--- src/rtl/dpio_pkg.sv ---
package dpio_pkg;
    localparam int ADDR_W = 2;

    typedef enum logic [ADDR_W-1:0] {
        SEL_A_DATA = 2'd0,
        SEL_A_DIR  = 2'd1,
        SEL_B_DATA = 2'd2,
        SEL_B_DIR  = 2'd3
    } dpio_sel_e;

    // read composition variants for a port
    localparam int RB_WIRED_AND  = 0;  // external pins may pull any bit low
    localparam int RB_MASK_BY_DIR = 1; // output bits read back written data
endpackage

--- src/rtl/dpio_regs.sv ---
module dpio_regs
    import dpio_pkg::*;
#(
    parameter int W = 8
) (
    input  logic                clk,
    input  logic                rst_n,
    input  logic                wr_en,
    input  logic [ADDR_W-1:0]   addr,
    input  logic [W-1:0]        wr_data,
    output logic [W-1:0]        a_data,
    output logic [W-1:0]        a_dir,
    output logic [W-1:0]        b_data,
    output logic [W-1:0]        b_dir,
    output logic                a_upd
);
    typedef struct packed {
        logic [W-1:0] a_data;
        logic [W-1:0] a_dir;
        logic [W-1:0] b_data;
        logic [W-1:0] b_dir;
        logic         a_upd;
    } regs_t;

    regs_t st_d, st_q;

    always_comb begin
        st_d       = st_q;
        st_d.a_upd = 1'b0;
        if (wr_en) begin
            unique case (dpio_sel_e'(addr))
                SEL_A_DATA: begin st_d.a_data = wr_data; st_d.a_upd = 1'b1; end
                SEL_A_DIR:  begin st_d.a_dir  = wr_data; st_d.a_upd = 1'b1; end
                SEL_B_DATA: st_d.b_data = wr_data;
                SEL_B_DIR:  st_d.b_dir  = wr_data;
                default:    ;
            endcase
        end
    end

    always_ff @(posedge clk or negedge rst_n) begin
        if (!rst_n) st_q <= '0;
        else        st_q <= st_d;
    end

    assign a_data = st_q.a_data;
    assign a_dir  = st_q.a_dir;
    assign b_data = st_q.b_data;
    assign b_dir  = st_q.b_dir;
    assign a_upd  = st_q.a_upd;

    assert_strobe_on_a_write_R8: assert property (@(posedge clk) disable iff (!rst_n)
        (wr_en && (addr == SEL_A_DATA || addr == SEL_A_DIR)) |=> a_upd);
    assert_no_strobe_otherwise_R8: assert property (@(posedge clk) disable iff (!rst_n)
        !(wr_en && (addr == SEL_A_DATA || addr == SEL_A_DIR)) |=> !a_upd);
    assert_dir_b_stored_R6: assert property (@(posedge clk) disable iff (!rst_n)
        (wr_en && addr == SEL_B_DIR) |=> (b_dir == $past(wr_data)));
endmodule

--- src/rtl/dpio_port.sv ---
module dpio_port
    import dpio_pkg::*;
#(
    parameter int W       = 8,
    parameter int RB_MODE = RB_WIRED_AND
) (
    input  logic [W-1:0] data,
    input  logic [W-1:0] dir,
    input  logic [W-1:0] ext,
    output logic [W-1:0] pins,
    output logic [W-1:0] rd_val
);
    // undriven bits float high through the pull-up
    assign pins = data | ~dir;

    generate
        if (RB_MODE == RB_WIRED_AND) begin : g_wired
            assign rd_val = pins & ext;
        end else begin : g_masked
            assign rd_val = pins & (ext | dir);
        end
    endgenerate
endmodule

--- src/rtl/dpio_rdmux.sv ---
module dpio_rdmux
    import dpio_pkg::*;
#(
    parameter int W = 8
) (
    input  logic                clk,
    input  logic                rst_n,
    input  logic                rd_en,
    input  logic [ADDR_W-1:0]   addr,
    input  logic [W-1:0]        a_val,
    input  logic [W-1:0]        a_dir,
    input  logic [W-1:0]        b_val,
    input  logic [W-1:0]        b_dir,
    output logic [W-1:0]        rd_data,
    output logic                rd_valid
);
    typedef struct packed {
        logic [W-1:0] data;
        logic         valid;
    } rd_t;

    rd_t rd_d, rd_q;

    always_comb begin
        rd_d       = rd_q;
        rd_d.valid = rd_en;
        if (rd_en) begin
            unique case (dpio_sel_e'(addr))
                SEL_A_DATA: rd_d.data = a_val;
                SEL_A_DIR:  rd_d.data = a_dir;
                SEL_B_DATA: rd_d.data = b_val;
                SEL_B_DIR:  rd_d.data = b_dir;
                default:    ;
            endcase
        end
    end

    always_ff @(posedge clk or negedge rst_n) begin
        if (!rst_n) rd_q <= '0;
        else        rd_q <= rd_d;
    end

    assign rd_data  = rd_q.data;
    assign rd_valid = rd_q.valid;

    assert_valid_follows_req_R7: assert property (@(posedge clk) disable iff (!rst_n)
        rd_en |=> rd_valid);
    assert_idle_holds_data_R7: assert property (@(posedge clk) disable iff (!rst_n)
        !rd_en |=> (!rd_valid && $stable(rd_data)));
endmodule

--- src/rtl/dpio_top.sv ---
module dpio_top
    import dpio_pkg::*;
#(
    parameter int W = 8
) (
    input  logic              clk,
    input  logic              rst_n,
    input  logic              wr_en,
    input  logic              rd_en,
    input  logic [1:0]        addr,
    input  logic [W-1:0]      wr_data,
    output logic [W-1:0]      rd_data,
    output logic              rd_valid,
    input  logic [W-1:0]      ext_a,
    input  logic [W-1:0]      ext_b,
    output logic [W-1:0]      pins_a,
    output logic [W-1:0]      pins_b,
    output logic              pins_a_upd
);
    logic [W-1:0] a_data, a_dir, b_data, b_dir;
    logic [W-1:0] a_rd, b_rd;

    dpio_regs #(.W(W)) regs_i (
        .clk(clk), .rst_n(rst_n), .wr_en(wr_en), .addr(addr), .wr_data(wr_data),
        .a_data(a_data), .a_dir(a_dir), .b_data(b_data), .b_dir(b_dir),
        .a_upd(pins_a_upd)
    );

    dpio_port #(.W(W), .RB_MODE(RB_WIRED_AND)) port_a_i (
        .data(a_data), .dir(a_dir), .ext(ext_a), .pins(pins_a), .rd_val(a_rd)
    );

    dpio_port #(.W(W), .RB_MODE(RB_MASK_BY_DIR)) port_b_i (
        .data(b_data), .dir(b_dir), .ext(ext_b), .pins(pins_b), .rd_val(b_rd)
    );

    dpio_rdmux #(.W(W)) rdmux_i (
        .clk(clk), .rst_n(rst_n), .rd_en(rd_en), .addr(addr),
        .a_val(a_rd), .a_dir(a_dir), .b_val(b_rd), .b_dir(b_dir),
        .rd_data(rd_data), .rd_valid(rd_valid)
    );

    assert_b_pins_isolated_R9: assert property (@(posedge clk) disable iff (!rst_n)
        !(wr_en && (addr == SEL_B_DATA || addr == SEL_B_DIR)) |=> $stable(pins_b));
    assert_a_pins_isolated_R9: assert property (@(posedge clk) disable iff (!rst_n)
        !(wr_en && (addr == SEL_A_DATA || addr == SEL_A_DIR)) |=> $stable(pins_a));
endmodule

--- config.mk ---
export PLATFORM = sky130hd
export DESIGN_NAME = dpio_top
export DESIGN_NICKNAME = d
export VERILOG_FILES = /design/src/rtl/dpio_pkg.sv /design/src/rtl/dpio_regs.sv /design/src/rtl/dpio_port.sv /design/src/rtl/dpio_rdmux.sv /design/src/rtl/dpio_top.sv
export SDC_FILE = /design/constraint.sdc
export NUM_CORES = 1
export LEC_CHECK = 0
export BUFFER_PORTS_ARGS = -buffer_cell sky130_fd_sc_hd__buf_2
export CORE_ASPECT_RATIO = 0.9
export CORE_MARGIN = 10
export CORE_UTILIZATION = 55
export DETAILED_ROUTE_END_ITERATION = 16
export GPL_TIMING_DRIVEN = 0
export PLACE_DENSITY = 0.81
export SETUP_SLACK_MARGIN = 0.4
export SYNTH_ARGS = -nofsm -noshare
export SYNTH_HDL_FRONTEND = slang
export SYNTH_SLANG_ARGS = --single-unit
export TNS_END_PERCENT = 100
--- constraint.sdc ---
create_clock -name clk -period 2 [get_ports clk]
set_input_delay 0.3 -clock clk [delete_from_list [all_inputs] [get_ports clk]]
set_output_delay 0.3 -clock clk [all_outputs]
set_load 0.05 [all_outputs]
==> run summary <==
The logs give 58.1% for the effective utilization at floorplan and 0 for the count of final max-slew check failures. Data arrives at the worst endpoint at 1.08 ns. The total of max-cap violations is 0. Per report_power, the sequential group accounts for 42.7% of the total. The area growth from synthesis to layout is 21.9%. Yosys printed 0 warnings. The placement-stage worst setup slack is 0.333 ns.

CTS placed an instance of clkbuf_8 at the clock tree root. Entering global routing, the biggest net connects 43 pins. Setup repair after global routing left no endpoint under its margin. On the final layout, the worst hold slack is 0.131 ns. On the final layout, the worst clock skew is 0.00654 ns.

The number of buffers between clock root and the deepest sink is 2, and the switching share of power is 36.1%. The number of levels in the clock H-tree is 2, and the via count is 1515. The repair_antennas step left the layout with diodes totalling 0. The signal on the critical path passes through nand2b_1 -> buf_2. Leaving out fill and tap cells, the most frequent cell in the layout is buf_2. The clock transition at the registers of the reported paths was 0.08 ns; the power share of the combinational group was 32.2%. In this run the horizontal extent of the chip is 83.7 um. The synthesized-area fraction occupied by ao, oa, aoi and oai cells works out to 8.10%. The run gives 1.08 nW as the leakage dissipation. The cell area after layout is 2450 sq um.

For the final setup slack of the worst path, the log shows 0.616 ns. The violation count after the first detailed-routing iteration is 129. The number of optimization iterations in the first detailed-route pass is 4, and the total power is 2.60 mW. The logs give 0 for the number of failing hold endpoints at the final stage and 0 for the number of antenna violations at the first check in global routing.

Measured against its own limit, the worst slew margin works out to 37.9%. The portion of netlist area occupied by mux cells was 21.9%; the post-detailed-routing wire length was 4990 um. The run gives 0 as the detailed-route DRC error count. For this run, the total global-route usage over all layers was measured as 15.3%. Static timing analysis puts the maximum clock frequency at 0.722 GHz. For the die area, the log shows 6470 sq um. Buffers added to address setup during post-CTS repair amount to 0. In this run, CTS created clock tree buffers numbering 5.

After filler insertion, the fill cell instance count of the layout stands at 249. When the netlist entered floorplanning its net count stood at 189. Cells with a size suffix above 1 make up 50.0% of the layout. The post-synthesis area per instance works out to 12.6 sq um. Clock latency on the worst-skew pair, taken at its later pin, is 0.29 ns. The number of I/O port buffers is 55, and the share of the yosys chip area belonging to registers is 52.4%. The proportion of power drawn by the clock network came out at 25.1%.

After global routing the overflow that remains totals 0. The post-CTS resize count was 0. The logs give 1641 for the number of global-route vias before repair and 1.66 mW for the internal portion of total power.

The net total in the final layout is 251, and the area fraction in and, or, nand and nor cells after synthesis is 14.8%. The synthesized instance count was 159. After Yosys synthesis, XOR and XNOR cells account for 0% of the synthesized area. For the post-detailed-placement cell area, the log shows 2340 sq um. Dominant combinational cell family by area after synthesis: multiplexers. In the layout the commonest cells are buf_2 (56), dfrtp_1 (42), mux2_2 (39). The analysis attributes to net switching a power of 0.937 mW.

Adding up every negative setup slack in the final design gives 0 ns. The via count normalized by instance count was 5.70. The delay of the slowest critical-path stage works out to 0.41 ns. Row generation in the floorplan step produced 20 rows. Routability-driven placement finished with a final weighted congestion of 0.767. The tools report the endpoint kind of the worst setup timing path as an output port. The first global-routing pass estimated 8070 um of wire. The number of endpoints failing setup at the final stage was 0. The clock drives 42 sinks. The critical path is of the reg -> out type. The slowest stage of the critical path belongs to the cell dfrtp_1.

The number of different library cells used by synthesis comes to 23. The total power divided by cell area came out at 1060 nW/um^2. In this run the count of I/O pins placed on the die edge is 56.

The tools report the final antenna-violating net count as 0. The transition time of the tightest slew-check pin is 0.931 ns, and the number of hold buffers added after cts is 0. The worst path uses 69.2% of the clock period. The highest net fanout along the worst path was 3; the arithmetic-cell share of the synthesized area counting full adders, half adders and majority gates was 0%. The run finished with clean final reports. The worst-case vdd ir drop is 0.000623 V. The worst path needs 1.38 ns of the cycle, external delays included. The routed wirelength normalized by instance count came out at 18.8 um.

TritonCTS built the clock tree. The HPWL reported at the end of detailed placement is 3600 um. The path class of the tightest hold or removal check is in -> reg.

Measured along the y axis, the die boundary spans 77.3 um. The worst setup path is launched from a flop. The data required time of the critical path is 1.70 ns, and the netlist area before placement is 2010 sq um. The number of register bits inferred by synthesis came out at 42. The region available for standard cell placement spans 3450 sq um.
final timing paths:
check | start | end | slack [ns] | cells after the start
worst max-delay path | regs_i.a_dir[5] | pins_a[5] | 0.62 | 2
worst min-delay path | rd_en | rdmux_i.rd_valid | 0.13 | 1
worst max register to register | regs_i.b_dir[1] | rdmux_i.rd_data[1] | 0.88 | 3
worst min register to register | regs_i.a_data[7] | regs_i.a_data[7] | 0.50 | 1
max in group asynchronous | rst_n | regs_i.a_dir[5] | 1.28 | 1
min in group asynchronous | rst_n | regs_i.b_dir[4] | 0.15 | 1
cells by family (layout without fill, tap and decap cells):
family | Yosys count | after routing
flops | 42 | 42
buf+inv | 8 | 71
simple gates | 46 | 46
mux | 39 | 39
compound gates | 24 | 24
layer usage:
layer  vias to the layer above  wire (um)  global-route usage (%)
met2                        55       2440                    26.0
li1                        707          -                       -
met3                        16        292                    4.75
met4                         0         96                    5.18
met1                       737       2170                    17.8
met5                         -          0                       0
flip-flops by register name, indices dropped and copies added (netlist names):
name	cells
rdmux_i.rd_data	8
rdmux_i.rd_valid	1
regs_i.a_data	8
regs_i.b_data	8
regs_i.a_dir	8
regs_i.b_dir	8
regs_i.a_upd	1
power by group through the flow:
stage                     clock [mW]  combinational, mW  sequential, mW
after floorplan                    0              0.525            1.21
after global placement             0              0.823            1.11
after detailed placement           0              0.842            1.13
after CTS                      0.661              0.845            1.11
after global routing           0.695              0.893            1.13
final                          0.652              0.838            1.11
stage by stage:
step,cells,util [%]
final,266,70.8
after global routing,266,70.8
after CTS,266,70.8
after detailed placement,258,67.7
after global placement,258,67.7
after floorplan,159,-
layout make-up:
type	count	area (sq um)	share of cell area, %
clock inverter	3	40.0	1.64
inverter	1	3.75	0.153
clock buffer	5	68.8	2.81
sequential	42	1050	43.0
tap	44	55.1	2.25
buffer	7	53.8	2.20
timing repair buffer	55	275	11.3
multi-input combinational	109	898	36.7
synth_stat cells:
| cell | count | area [sq um] |
|---|---|---|
| nor4bb_1 | 1 | 10.0 |
| nor2_1 | 8 | 30.0 |
| clkbuf_1 | 2 | 7.51 |
| nand2b_1 | 16 | 100 |
| a31oi_1 | 8 | 50.1 |
| inv_1 | 1 | 3.75 |
| and2b_1 | 1 | 7.51 |
| buf_6 | 3 | 33.8 |
| nand3b_2 | 1 | 11.3 |
| a41oi_1 | 1 | 8.76 |
| buf_2 | 1 | 5.00 |
| dfrtp_1 | 42 | 1050 |
| a32oi_1 | 7 | 61.3 |
| o21ai_0 | 7 | 35.0 |
| nor3b_1 | 7 | 52.6 |
| nand2_2 | 1 | 6.26 |
| nor2_2 | 1 | 6.26 |
| buf_4 | 1 | 7.51 |
| nand3_1 | 1 | 5.00 |
| mux2_2 | 39 | 439 |
| nand3_4 | 1 | 17.5 |
| o211ai_1 | 1 | 7.51 |
| and2_1 | 8 | 50.1 |
worst max-delay path: cells and delay by family (launching register included):
kind          cells  cell delay (ns)
buf+inv           1             0.27
simple gates      1             0.11
flops             1             0.41
Note: power is estimated with default switching activity, not from simulation.
